--- src/rtl/aux_pkg.sv ---
package aux_pkg;
    localparam int unsigned BYTE_W = 8;

    localparam logic [7:0] OFF_CFG   = 8'h76;
    localparam logic [7:0] OFF_ADR0  = 8'h7D;
    localparam logic [7:0] OFF_ADR1  = 8'h7E;
    localparam logic [7:0] OFF_ADR2  = 8'h7F;
    localparam logic [7:0] OFF_LEN   = 8'h80;
    localparam logic [7:0] OFF_WDAT  = 8'h81;
    localparam logic [7:0] OFF_RDAT  = 8'h82;
    localparam logic [7:0] OFF_CTRL  = 8'h83;
    localparam logic [7:0] OFF_STAT  = 8'h84;

    localparam logic [7:0] CFG_FLUSH = 8'hFF;

    localparam logic [2:0] CLS_INVALID = 3'd4;
    localparam logic [2:0] CLS_TIMEOUT = 3'd7;

    typedef enum logic [1:0] {
        SQ_IDLE  = 2'd0,
        SQ_OFFER = 2'd1,
        SQ_AWAIT = 2'd2
    } seq_state_t;
endpackage

--- src/rtl/aux_fifo.sv ---
module aux_fifo #(
    parameter int unsigned DEPTH = 16,
    parameter int unsigned WIDTH = 8
) (
    input  logic             clk,
    input  logic             rst_n,
    input  logic             flush,
    input  logic             push,
    input  logic [WIDTH-1:0] din,
    input  logic             pop,
    output logic [WIDTH-1:0] dout
);
    localparam int unsigned PW = (DEPTH > 1) ? $clog2(DEPTH) : 1;
    localparam int unsigned CW = $clog2(DEPTH + 1);
    localparam logic [PW-1:0] LAST = PW'(DEPTH - 1);
    localparam logic [CW-1:0] FULL = CW'(DEPTH);

    logic [WIDTH-1:0] mem [DEPTH];
    logic [PW-1:0]    rp, wp;
    logic [CW-1:0]    cnt;
    logic             pop_ok, push_ok;

    assign pop_ok  = pop && (cnt != '0);
    assign push_ok = push && ((cnt != FULL) || pop_ok);
    assign dout    = (cnt == '0) ? '0 : mem[rp];

    always_ff @(posedge clk or negedge rst_n) begin
        if (!rst_n) begin
            rp  <= '0;
            wp  <= '0;
            cnt <= '0;
        end else if (flush) begin
            rp  <= '0;
            wp  <= '0;
            cnt <= '0;
        end else begin
            if (push_ok) wp <= (wp == LAST) ? '0 : wp + 1'b1;
            if (pop_ok)  rp <= (rp == LAST) ? '0 : rp + 1'b1;
            if (push_ok && !pop_ok)      cnt <= cnt + 1'b1;
            else if (pop_ok && !push_ok) cnt <= cnt - 1'b1;
        end
    end

    always_ff @(posedge clk) begin
        if (push_ok && !flush) mem[wp] <= din;
    end

    p_no_overflow_r3: assert property (@(posedge clk) disable iff (!rst_n)
        cnt <= FULL);
    p_empty_pop_r4: assert property (@(posedge clk) disable iff (!rst_n)
        (pop && cnt == '0 && !push && !flush) |=> (cnt == '0));
endmodule

--- src/rtl/aux_seq.sv ---
module aux_seq
    import aux_pkg::*;
#(
    parameter int unsigned TMO_CYCLES = 1000
) (
    input  logic       clk,
    input  logic       rst_n,
    input  logic       go,
    input  logic       chan_rst,
    input  logic       lnk_req_ready,
    input  logic       lnk_done,
    input  logic [2:0] lnk_class,
    input  logic [4:0] lnk_count,
    output logic       busy,
    output logic       lnk_req_valid,
    output logic       stat_we,
    output logic [7:0] stat_val
);
    localparam int unsigned TW = $clog2(TMO_CYCLES + 1);
    localparam logic [TW-1:0] TLAST = TW'(TMO_CYCLES - 1);

    seq_state_t st, st_nx;
    logic [TW-1:0] tmr;
    logic expire;
    logic finish;

    assign expire = (st != SQ_IDLE) && (tmr == TLAST);
    assign finish = (st == SQ_AWAIT) && lnk_done;

    always_comb begin
        st_nx = st;
        if (chan_rst) begin
            st_nx = SQ_IDLE;
        end else begin
            unique case (st)
                SQ_IDLE:  if (go) st_nx = SQ_OFFER;
                SQ_OFFER: if (expire) st_nx = SQ_IDLE;
                          else if (lnk_req_ready) st_nx = SQ_AWAIT;
                SQ_AWAIT: if (finish || expire) st_nx = SQ_IDLE;
                default:  st_nx = SQ_IDLE;
            endcase
        end
    end

    always_ff @(posedge clk or negedge rst_n) begin
        if (!rst_n) begin
            st  <= SQ_IDLE;
            tmr <= '0;
        end else begin
            st <= st_nx;
            if (st == SQ_IDLE) tmr <= '0;
            else if (!expire)  tmr <= tmr + 1'b1;
        end
    end

    always_comb begin
        busy          = (st != SQ_IDLE);
        lnk_req_valid = (st == SQ_OFFER);
        stat_we       = 1'b0;
        stat_val      = '0;
        if (!chan_rst) begin
            if (finish) begin
                stat_we = 1'b1;
                stat_val[7:5] = lnk_class;
                if (lnk_class != 3'd0 && lnk_class != CLS_INVALID && lnk_class != CLS_TIMEOUT)
                    stat_val[4:0] = lnk_count;
            end else if (expire) begin
                stat_we  = 1'b1;
                stat_val = {CLS_TIMEOUT, 5'd0};
            end
        end
    end

    p_req_hold_r5: assert property (@(posedge clk) disable iff (!rst_n)
        (lnk_req_valid && !lnk_req_ready && !chan_rst && !expire) |=> lnk_req_valid);
    p_done_clears_r5: assert property (@(posedge clk) disable iff (!rst_n)
        (st == SQ_AWAIT && lnk_done) |=> !busy);
    p_tmr_bound_r7: assert property (@(posedge clk) disable iff (!rst_n)
        tmr <= TLAST);
endmodule

--- src/rtl/aux_req_engine.sv ---
module aux_req_engine
    import aux_pkg::*;
#(
    parameter int unsigned FIFO_DEPTH = 16,
    parameter int unsigned TMO_CYCLES = 1000
) (
    input  logic        clk,
    input  logic        rst_n,
    input  logic        reg_wr,
    input  logic        reg_rd,
    input  logic [7:0]  reg_addr,
    input  logic [7:0]  reg_wdata,
    output logic [7:0]  reg_rdata,
    output logic        lnk_req_valid,
    input  logic        lnk_req_ready,
    output logic [3:0]  lnk_cmd,
    output logic [19:0] lnk_addr,
    output logic [4:0]  lnk_len,
    output logic [7:0]  lnk_tx_data,
    input  logic        lnk_tx_pop,
    input  logic        lnk_rx_push,
    input  logic [7:0]  lnk_rx_data,
    input  logic        lnk_done,
    input  logic [2:0]  lnk_class,
    input  logic [4:0]  lnk_count
);
    logic [7:0] adr0_q, adr1_q, adr2_q, len_q, stat_q;
    logic       busy, stat_we, go, chan_rst, rx_pop;
    logic [7:0] stat_val, rx_head;

    assign chan_rst = reg_wr && (reg_addr == OFF_CFG) && (reg_wdata == CFG_FLUSH);
    assign go       = reg_wr && (reg_addr == OFF_CTRL) && reg_wdata[0] && !busy;
    assign rx_pop   = reg_rd && (reg_addr == OFF_RDAT);

    always_ff @(posedge clk or negedge rst_n) begin
        if (!rst_n) begin
            adr0_q <= '0;
            adr1_q <= '0;
            adr2_q <= '0;
            len_q  <= '0;
        end else if (reg_wr) begin
            unique case (reg_addr)
                OFF_ADR0: adr0_q <= reg_wdata;
                OFF_ADR1: adr1_q <= reg_wdata;
                OFF_ADR2: adr2_q <= reg_wdata;
                OFF_LEN:  len_q  <= {reg_wdata[7], 3'b000, reg_wdata[3:0]};
                default:  ;
            endcase
        end
    end

    always_ff @(posedge clk or negedge rst_n) begin
        if (!rst_n)        stat_q <= '0;
        else if (chan_rst) stat_q <= '0;
        else if (stat_we)  stat_q <= stat_val;
    end

    always_comb begin
        unique case (reg_addr)
            OFF_ADR0: reg_rdata = adr0_q;
            OFF_ADR1: reg_rdata = adr1_q;
            OFF_ADR2: reg_rdata = adr2_q;
            OFF_LEN:  reg_rdata = len_q;
            OFF_RDAT: reg_rdata = rx_head;
            OFF_CTRL: reg_rdata = {7'd0, busy};
            OFF_STAT: reg_rdata = stat_q;
            default:  reg_rdata = '0;
        endcase
    end

    assign lnk_addr = {adr2_q[3:0], adr1_q, adr0_q};
    assign lnk_cmd  = adr2_q[7:4];
    assign lnk_len  = len_q[7] ? 5'd0 : ({1'b0, len_q[3:0]} + 5'd1);

    aux_fifo #(.DEPTH(FIFO_DEPTH), .WIDTH(BYTE_W)) u_txq (
        .clk(clk), .rst_n(rst_n), .flush(chan_rst),
        .push(reg_wr && (reg_addr == OFF_WDAT)), .din(reg_wdata),
        .pop(lnk_tx_pop), .dout(lnk_tx_data)
    );

    aux_fifo #(.DEPTH(FIFO_DEPTH), .WIDTH(BYTE_W)) u_rxq (
        .clk(clk), .rst_n(rst_n), .flush(chan_rst),
        .push(lnk_rx_push), .din(lnk_rx_data),
        .pop(rx_pop), .dout(rx_head)
    );

    aux_seq #(.TMO_CYCLES(TMO_CYCLES)) u_seq (
        .clk(clk), .rst_n(rst_n), .go(go), .chan_rst(chan_rst),
        .lnk_req_ready(lnk_req_ready), .lnk_done(lnk_done),
        .lnk_class(lnk_class), .lnk_count(lnk_count),
        .busy(busy), .lnk_req_valid(lnk_req_valid),
        .stat_we(stat_we), .stat_val(stat_val)
    );

    p_flush_status_r8: assert property (@(posedge clk) disable iff (!rst_n)
        chan_rst |=> (stat_q == 8'h00 && !busy));
    p_count_dropped_r6: assert property (@(posedge clk) disable iff (!rst_n)
        (stat_q[7:5] == CLS_INVALID || stat_q[7:5] == CLS_TIMEOUT) |-> (stat_q[4:0] == 5'd0));
    p_launch_r5: assert property (@(posedge clk) disable iff (!rst_n)
        (go && !chan_rst) |=> lnk_req_valid);
endmodule

--- config.mk ---
export PLATFORM = sky130hd
export DESIGN_NAME = aux_req_engine
export DESIGN_NICKNAME = d
export VERILOG_FILES = /design/src/rtl/aux_pkg.sv /design/src/rtl/aux_fifo.sv /design/src/rtl/aux_seq.sv /design/src/rtl/aux_req_engine.sv
export SDC_FILE = /design/constraint.sdc
export NUM_CORES = 1
export LEC_CHECK = 0
export CAP_MARGIN = 20
export CORE_MARGIN = 1.5
export CORE_UTILIZATION = 47
export DETAILED_ROUTE_END_ITERATION = 8
export PLACE_DENSITY_LB_ADDON = 0.08
export SLEW_MARGIN = 20
export SYNTH_ARGS = -nofsm -noshare
export SYNTH_HDL_FRONTEND = slang
export SYNTH_SLANG_ARGS = --single-unit
--- constraint.sdc ---
create_clock -name clk -period 2.8 [get_ports clk]
set_input_delay 0.42 -clock clk [delete_from_list [all_inputs] [get_ports clk]]
set_output_delay 0.42 -clock clk [all_outputs]
set_load 0.02 [all_outputs]
==> metrics, run 1 <==
outcome complete, but fails checks; failing checks setup timing; share of cells above drive strength 1 0.320; async set-reset flop share out of synthesis 0.227; HPWL after DPL 24100 um; per-cell routed wire length 23.3 um; Yosys reg bits 331; clk sinks 331; total nets after synthesis 925; Clk pin slew, worst setup/hold paths 0.06 ns; number of placed instances, taps included 1407; startpoint types flip-flop; Routed Antenna Nets 0; Bufs and invs on worst path 3; Vias 8583; worst skew pair latency 0.52 ns; Max-Cap Viols 0; warnings from Yosys 0; Fin. Hold Viols 0; Slowest Stage Delay on Critical Path 0.52 ns; Synth Area per Inst 16.5 sq um; Max FO, Critical Path 6; starting density of the core 0.479; sequential element share of the synthesized area 0.672; P_leak 6.54 nW; drt via density 5.77; DR iter-0 viols 575; synth unique cells 65; FP Rows 63; fin util 0.608; Hold Path Class in -> async; slack of the critical path -0.213 ns; min cycle time layout 3.01 ns; GRT Overall Usage 0.229; number of I/O pins 86; pwr/cell area 783 nW/um^2; Highest Clock Rate 0.332 GHz; Crit path required time 2.38 ns; final setup violation count 16; Clock Path Buffers 3; initial antenna violation count 0; Cell Area, Synth 14200 sq um; GP Congestion 0.912; WP data arrival 2.59 ns; drt drc 0; RSZ-0062 raised after global routing yes; die height 177 um; TritonCTS buffer count 36; first-pass GRT wire length 53300 um; Finished Layout Cells 1487; Port Buffers 85; Post-synth EDFFs 256; Top FF cell, synth edfxtp_1; Clock Skews 0.0171 ns; WS Path Type reg -> out; Area contributors post-synth edfxtp_1 (54%), dfrtp_1 (13%), mux4_2 (11%); Hold Slack 0.0553 ns; Post-Route WL 34700 um; largest net degree at the start of global routing 76; period utilization 1.08; CTS tree done; die area 31300 sq um; Max Transition Viols Final 0; chip width 177 um; Hold-fix buffers, CTS 0; vias in the first global route 8999; crit end category output pin; cell count after synthesis 864; Layout area overhead 26.9%; Post-layout nets 1131; Worst-Margin Slew 0.995 ns; Worst slew margin 0.337; Ant. Diodes 0; grt total ovfl 0; CP cell instances buf_12, buf_12, mux4_2, mux4_2, nor2b_4, buf_6; Core Area 29700 sq um; VDD IR max 0.632 mV; slowest stage cell, crit path mux4_2; H-tree levels 2; share of the synthesized area in the top cell type 0.540; Root Buffer clkbuf_16; Worst path top cell family by delay multiplexers; TritonRoute pass-1 iters 5; Synth area leader edfxtp_1
==> final timing paths <==
| kind | from | end | slack, ns | cells past startpoint |
|---|---|---|---|---|
| max | u_txq.rp[0]$_DFFE_PN0P_ | lnk_tx_data[5] | -0.21 | 6 |
| min reg2reg | adr2_q[5]$_DFFE_PN0P_ | adr2_q[5]$_DFFE_PN0P_ | 0.55 | 1 |
| max in group asynchronous | rst_n | u_rxq.rp[0]$_DFFE_PN0P_ | 2.02 | 1 |
| min in group clk | lnk_class[2] | stat_q[7]$_DFFE_PN0P_ | 0.53 | 3 |
| min | rst_n | u_txq.rp[0]$_DFFE_PN0P_ | 0.06 | 1 |
| max reg2reg | u_txq.cnt[1]$_DFFE_PN0P_ | u_txq.cnt[4]$_DFFE_PN0P_ | 0.12 | 9 |
==> worst reg2reg max path: stages (launching register included) <==
cell	delay, ns
dfrtp_1	0.43
or4_1	0.57
o21ai_2	0.19
nand2_2	0.12
fa_1	0.46
a21o_1	0.21
a21oi_2	0.20
nand4_1	0.11
a21o_1	0.18
a21oi_1	0.12
==> area by class of cell <==
class	count	area [sq um]
fillers	2192	11700
flip-flops and latches	331	9570
multi-input cells	478	4700
repair buffers	208	2090
clock buffers	46	991
well taps	390	488
clock inverters	19	174
inverters	15	56.3
==> cell usage in the layout (no fill, tap or decap), types with 20 or more instances in the layout <==
master | Yosys | final
mux4_2 | 72 | 72
nor2_1 | 84 | 71
clkdlybuf4s50_1 | 0 | 68
clkbuf_16 | 0 | 38
buf_4 | 0 | 98
buf_12 | 0 | 24
mux2i_1 | 26 | 20
nand2_1 | 27 | 26
dfrtp_1 | 75 | 73
edfxtp_1 | 256 | 256
mux2_2 | 38 | 34
==> registers in the layout, summed over array words and instances (netlist names), 5 cells and up <==
signal,count
u_txq.mem,128
u_txq.cnt,5
len_q,5
stat_q,8
adr0_q,8
u_rxq.mem,128
u_seq.tmr,10
adr1_q,8
adr2_q,8
u_rxq.cnt,5
==> cell usage after synthesis (all sizes together) (3+ instances only) <==
| library cell | n |
|---|---|
| edfxtp | 256 |
| nor2 | 84 |
| dfrtp | 75 |
| mux4 | 72 |
| mux2 | 40 |
| a21oi | 27 |
| nand2 | 27 |
| mux2i | 26 |
| clkbuf | 25 |
| ha | 19 |
| o21ai | 17 |
| nor3 | 16 |
| buf | 15 |
| inv | 15 |
| nand3 | 14 |
| nor2b | 13 |
| and2 | 10 |
| xor2 | 9 |
| a22oi | 8 |
| xnor2 | 8 |
| nand4 | 7 |
| nand3b | 6 |
| nor4 | 6 |
| a21o | 5 |
| a31oi | 5 |
| or3 | 5 |
| a221oi | 4 |
| and4 | 4 |
| a211o | 3 |
| a211oi | 3 |
| and3 | 3 |
| or4 | 3 |
==> repair_timing <==
| item | 4_1_cts | 5_1_grt |
|---|---|---|
| gates cloned | 3 | 0 |
| setup endpoints to repair | 16 | 48 |
| resized for setup | 136 | 36 |
| buffers inserted | 12 | 7 |
| pin swaps | 8 | 10 |
==> cells by family (layout without fill, tap and decap cells) <==
kind of cell    after synthesis  after routing  share of synthesized area
xor+xnor                     17             17                     0.0105
fa+ha+maj                    21             21                     0.0195
flops                       331            331                      0.672
mux                         138            138                      0.164
simple gates                209            209                     0.0739
compound gates               93             93                     0.0436
buf+inv                      55            288                     0.0157
==> power breakdown <==
group	total, mW	internal [mW]	switching (mW)
Sequential	6.00	5.65	0.350
Combinational	3.50	1.85	1.64
Clock	4.64	2.78	1.86
Total	14.1	10.3	3.85
==> layer usage <==
metal	GRT usage	routed length, um	up-vias
li1	-	-	3818
met3	0.0281	1490	48
met5	0	0	-
met1	0.296	14000	4481
met4	0.0544	571	0
met2	0.412	18600	236
==> through the flow <==
| stage | total power [mW] | cell area (sq um) | TNS (ns) | worst slack, ns |
|---|---|---|---|---|
| after floorplan | 7.94 | 14300 | 0 | 0.00981 |
| after global placement | 9.12 | 16500 | -42.98 | -0.489 |
| after detailed placement | 9.27 | 16500 | -47.94 | -0.567 |
| after CTS | 14.2 | 18000 | -2.74 | -0.257 |
| after global routing | 14.7 | 18100 | -3.53 | -0.296 |
| final | 14.1 | 18100 | -2.10 | -0.213 |
No activity file was read; power rests on OpenSTA's default activity.
==> inputs of run 2 (changes only) <==
SYNTH_HIERARCHICAL = 1   (was not set)
==> run 2 against run 1 <==
  * The flow still finishes with violations (setup timing)
  * Largest power group unchanged
  * Area after synthesis increased by 2.9%
  * Critical path type unchanged
  * First-iteration DRC count increased by 38%
  * Register-to-register slack got worse by 0.03 ns
==> metrics, run 2 <==
Crit path required time 2.38 ns; first-pass GRT wire length 55200 um; period utilization 1.28; biggest regs u_rxq/mem (128), u_txq/mem (128), u_seq/tmr (10); Area contributors post-synth edfxtp_1 (53%), dfrtp_1 (13%), mux4_2 (9.4%); FP Rows 64; outcome complete, but fails checks; grt total ovfl 0; P_leak 6.98 nW; Worst slew margin 0.345; GRT Overall Usage 0.223; Synth area leader edfxtp_1; design area 18900 sq um; Hold-fix buffers, CTS 0; WP data arrival 3.18 ns; DR iter-0 viols 794; commonest cells after routing, fill and taps aside edfxtp_1 (256), buf_4 (129), mux4_2 (76); Clock Path Buffers 3; commonest non-fill, non-tap cell in the layout edfxtp_1; most frequent cells after synthesis edfxtp_1 (256), dfrtp_1 (75), mux4_2 (61), nor2_1 (52), mux2_2 (41); Max-Cap Viols 0; cell count after synthesis 863; final setup violation count 16; HPWL after DPL 24700 um; total nets after synthesis 925; Hold Path Class in -> async; vias in the first global route 9396; H-tree levels 2; Clock Skews 0.0142 ns; sequential element share of the synthesized area 0.654; Cell Area, Synth 14600 sq um; min cycle time layout 3.60 ns; Post-synth EDFFs 256; share of cells above drive strength 1 0.367; clk sinks 331; placed inst area 17100 sq um; number of I/O pins 86; crit end category output pin; Fin. Hold Viols 0; share of the synthesized area in the top cell type 0.525; Clk pin slew, worst setup/hold paths 0.06 ns; Routed Antenna Nets 0; Post-layout nets 1181; Layout area overhead 29.2%; die height 179 um; Core Area 30600 sq um; TritonCTS buffer count 36; RSZ-0062 raised after global routing yes; drt via density 5.69; pwr/cell area 797 nW/um^2; largest net degree at the start of global routing 58; slack of the critical path -0.796 ns; GP Congestion 0.859; warnings from Yosys 6; VDD IR max 0.531 mV; CTS tree done; starting density of the core 0.478; most common cell in the netlist edfxtp_1; Post-Route WL 35800 um; chip width 179 um; fill count 2271; Max Transition Viols Final 0; pre-CTS setup slack -0.759 ns; Register Area 9570 sq um; Max FO, Critical Path 5; Synth Area per Inst 17.0 sq um; Vias 8784; Ant. Diodes 0; Yosys reg bits 331; synth unique cells 71; TritonRoute pass-1 iters 6; failing checks setup timing; Hold Slack 0.00660 ns; die area 32200 sq um; WS Path Type reg -> out; setup TNS -6.48 ns; startpoint types flip-flop; Multi-input gate area 4970 sq um; Root Buffer clkbuf_16; fin util 0.618; Port Buffers 85; initial antenna violation count 0; Highest Clock Rate 0.278 GHz; async set-reset flop share out of synthesis 0.227; drt drc 0; per-cell routed wire length 23.2 um; worst skew pair latency 0.52 ns; Worst-Margin Slew 0.982 ns; Top FF cell, synth edfxtp_1
-- run 2: through the flow --
| stage | std cells | power, mW |
|---|---|---|
| global route | 1543 | 15.7 |
| floorplan | 863 | 8.09 |
| global placement | 1445 | 9.40 |
| finish | 1543 | 15.1 |
| detailed placement | 1445 | 9.53 |
| CTS | 1536 | 15.0 |
-- run 2: layout make-up --
type | count | share of cell area
clock buffer | 45 | 0.0516
clock inverter | 21 | 0.0161
sequential | 331 | 0.506
timing repair buffer | 255 | 0.134
inverter | 16 | 0.00318
multi-input combinational | 479 | 0.263
tap | 396 | 0.0262
-- run 2: what timing repair did --
action,4_1_cts,5_1_grt
resized for setup,144,46
pin swaps,19,17
gates cloned,1,0
setup endpoints to repair,246,244
buffers inserted,25,12
-- run 2: final timing paths --
| check | startpoint | to | slack, ns | depth (start not counted) |
|---|---|---|---|---|
| min | rst_n | u_txq/rp[0]$_DFFE_PN0P_ | 0.007 | 1 |
| max reg2reg | u_txq/cnt[1]$_DFFE_PN0P_ | u_txq/cnt[4]$_DFFE_PN0P_ | 0.09 | 9 |
| min reg2reg | adr2_q[5]$_DFFE_PN0P_ | adr2_q[5]$_DFFE_PN0P_ | 0.54 | 1 |
| max in group asynchronous | rst_n | adr2_q[6]$_DFFE_PN0P_ | 2.10 | 2 |
| min in group clk | adr2_q[5]$_DFFE_PN0P_ | adr2_q[5]$_DFFE_PN0P_ | 0.54 | 1 |
| max | u_rxq/rp[0]$_DFFE_PN0P_ | reg_rdata[0] | -0.80 | 9 |
-- run 2: cell families after synthesis --
logic type,count (synthesis),share of synthesized area
compound gates,90,0.0414
xor+xnor,11,0.00658
fa+ha+maj,22,0.0198
buf+inv,53,0.0192
flops,331,0.654
mux,146,0.177
simple gates,210,0.0824
-- run 2: where the power goes --
part | switching (mW) | internal, mW
clock | 1.93 | 3.15
combinational | 1.81 | 2.23
sequential | 0.314 | 5.65
-- run 2: per-layer routing --
| metal | wire [um] | global-route usage | vias to the layer above |
|---|---|---|---|
| li1 | - | - | 3942 |
| met5 | 0 | 0 | - |
| met2 | 18800 | 0.400 | 219 |
| met1 | 14500 | 0.281 | 4560 |
| met4 | 1030 | 0.0710 | 0 |
| met3 | 1400 | 0.0314 | 63 |
-- run 2: worst max-delay path: stages (launching register included) --
cell      delay (ns)
dfrtp_2         0.41
buf_6           0.14
buf_6           0.10
mux4_2          0.49
mux4_2          0.50
and2_4          0.17
mux2_4          0.28
a221oi_4        0.27
o32ai_2         0.12
buf_4           0.18
==> inputs of run 3 (changes only) <==
ABC_AREA = 1   (was not set)
==> run 3 against run 2 <==
  * The flow still finishes with violations (setup timing)
  * Power decreased by 2.8%
  * Final cell count is 36% higher
  * Setup slack improved by 0.78 ns
  * First-iteration DRC count grew 3.9%
  * Clock power is 7.3% lower
  * Register-to-register slack better by 0.57 ns
  * Via count is 26% higher
  * Routed wire length up 11%
  * Die area rose by 4.2%
  * Non-clock buffer count decreased by 71
  * Clock skew rose by 0.0013 ns
  * Critical endpoint unchanged
==> metrics, run 3 <==
Max FO, Critical Path 12; Post-Route WL 39500 um; WP data arrival 2.40 ns; warnings from Yosys 6; commonest non-fill, non-tap cell in the layout nand2_1; Layout area overhead 22.3%; TritonCTS buffer count 36; Highest Clock Rate 0.355 GHz; Pwr Total 14.7 mW; commonest cells after routing, fill and taps aside nand2_1 (489), edfxtp_1 (256), nand3_1 (110); Slowest Stage Delay on Critical Path 0.46 ns; number of I/O pins 86; sequential element share of the synthesized area 0.627; drt drc 0; CTS tree done; Core Area 31700 sq um; Worst-Margin Slew 0.853 ns; share of the synthesized area in the top cell type 0.504; GRT Overall Usage 0.242; die area 33600 sq um; most common cell in the netlist nand2_1; grt total ovfl 0; Register Area 9570 sq um; reg-to-reg startpoint u_txq/cnt[4]$_DFFE_PN0P_; WS Path Type reg -> out; Root Buffer clkbuf_16; worst reg2reg endpoint u_txq/mem[5][6]$_DFFE_PP_; r2r setup slk 0.66 ns; Yosys reg bits 331; clk sinks 331; Hold Path Class in -> async; initial antenna violation count 0; Worst slew margin 0.429; async set-reset flop share out of synthesis 0.227; Max-Cap Viols 0; fill count 2671; slack of the critical path -0.0158 ns; final setup violation count 4; Routed Antenna Nets 0; share of cells above drive strength 1 0.169; cell count after synthesis 1495; TritonRoute pass-1 iters 5; period utilization 1.01; Multi-input gate area 5270 sq um; crit end category output pin; number of placed instances, taps included 2015; fin util 0.588; Post-synth EDFFs 256; DR iter-0 viols 825; Cell Area, Synth 15300 sq um; VDD IR max 0.609 mV; Crit path required time 2.38 ns; Post-layout nets 1727; Clk pin slew, worst setup/hold paths 0.06 ns; slowest stage cell, crit path dfrtp_2; min cycle time layout 2.82 ns; Synth area leader edfxtp_1; HPWL after DPL 26300 um; most frequent cells after synthesis nand2_1 (496), edfxtp_1 (256), nand3_1 (124), nor2_1 (117), a21oi_1 (77); biggest regs u_rxq/mem (128), u_txq/mem (128), u_seq/tmr (10); Area contributors post-synth edfxtp_1 (50%), dfrtp_1 (12%), nand2_1 (12%); cell count of the worst reg-to-reg path 7; RSZ-0062 raised after global routing yes; Clock Skews 0.0155 ns; CP cell instances buf_6, clkbuf_16, nand2_1, nand3_1, nand3_1, o211ai_1, nand2_1, nor2_2, nand3_1, nand2_1, nor2_1, nand2_1, buf_4; Port Buffers 85; Vias 11.1k; first-pass GRT wire length 61800 um; Max Transition Viols Final 0; Clock Path Buffers 3; drt via density 5.30; Fin. Hold Viols 0; total nets after synthesis 1557; chip width 183 um; outcome complete, but fails checks; pwr/cell area 785 nW/um^2; worst skew pair latency 0.51 ns; vias in the first global route 11.2k; synth unique cells 45; die height 183 um; FP Rows 65; most frequent CP cell nand2_1; failing checks setup timing; Ant. Diodes 0; Synth Area per Inst 10.2 sq um; startpoint types flip-flop; starting density of the core 0.481; H-tree levels 2; GP Congestion 0.829; per-cell routed wire length 18.9 um; P_leak 7.73 nW; Top FF cell, synth edfxtp_1; Finished Layout Cells 2095; largest net degree at the start of global routing 38
==> run 3: per-stage QoR <==
stage | hold slack (ns) | setup TNS (ns) | setup slack (ns) | cell area (sq um)
finish | 0.329 | -0.0359 | -0.0158 | 18700
global route | 0.349 | -0.715 | -0.109 | 18700
CTS | 0.321 | -0.366 | -0.161 | 18500
detailed placement | 0.321 | -28.19 | -0.189 | 17100
global placement | 0.322 | -21.51 | -0.183 | 17100
floorplan | 0.124 | 0 | 0.0523 | 15300
==> run 3: kinds of logic after synthesis <==
kind of cell | after synthesis | share of synthesized area
XOR/XNOR | 9 | 0.00517
buffers and inverters | 136 | 0.0424
flip-flops | 331 | 0.627
adder cells (fa/ha/maj) | 22 | 0.0190
multiplexers | 4 | 0.00262
AND/OR/NAND/NOR | 822 | 0.239
AO/OA/AOI/OAI | 171 | 0.0651
==> run 3: critical path: cells and delay by family, from the launching register on <==
| family | cells | cell delay [ns] |
|---|---|---|
| AOI/OAI and AO/OA | 1 | 0.11 |
| buffers and inverters | 3 | 0.49 |
| DFF | 1 | 0.46 |
| and+or+nand+nor | 9 | 0.82 |
==> run 3: worst max-delay path by stage <==
stage	startpoint	endpoint	slack [ns]
4_1_cts	u_rxq/rp[0]$_DFFE_PN0P_	reg_rdata[5]	-0.16
5_1_grt	u_rxq/rp[0]$_DFFE_PN0P_	reg_rdata[1]	-0.11
3_3_place_gp	reg_addr[4]	reg_rdata[3]	-0.18
2_1_floorplan	reg_addr[6]	u_txq/cnt[4]$_DFFE_PN0P_	0.05
6_report	u_rxq/rp[0]$_DFFE_PN0P_	reg_rdata[0]	-0.02
3_5_place_dp	reg_wdata[3]	u_txq/mem[5][6]$_DFFE_PP_	-0.19
==> run 3: final cells by class <==
cell class | instances | area share
timing repair buffer | 184 | 0.0977
sequential | 331 | 0.513
tap | 402 | 0.0270
inverter | 84 | 0.0174
multi-input combinational | 1028 | 0.282
clock inverter | 16 | 0.00858
clock buffer | 50 | 0.0544
==> run 3: metal layers <==
layer | up-vias | global-route usage | wire length (um)
li1 | 5411 | - | -
met1 | 5323 | 0.302 | 16100
met2 | 290 | 0.429 | 20500
met3 | 82 | 0.0294 | 1660
met4 | 0 | 0.0921 | 1330
met5 | - | 0 | 0
==> run 3: repair_timing <==
| action | in CTS | in global routing |
|---|---|---|
| gates resized for setup | 85 | 51 |
| setup buffers | 5 | 4 |
| gates cloned | 3 | 2 |
| setup endpoints to repair | 16 | 16 |
| hold endpoints to repair | 13 | 0 |
| pin swaps | 9 | 21 |
| hold buffers | 1 | 0 |
==> run 3: report_power, final <==
group,total (mW),internal (mW),switching [mW]
Clock,4.70,2.82,1.88
Combinational,4.05,1.44,2.62
Sequential,5.90,5.64,0.260
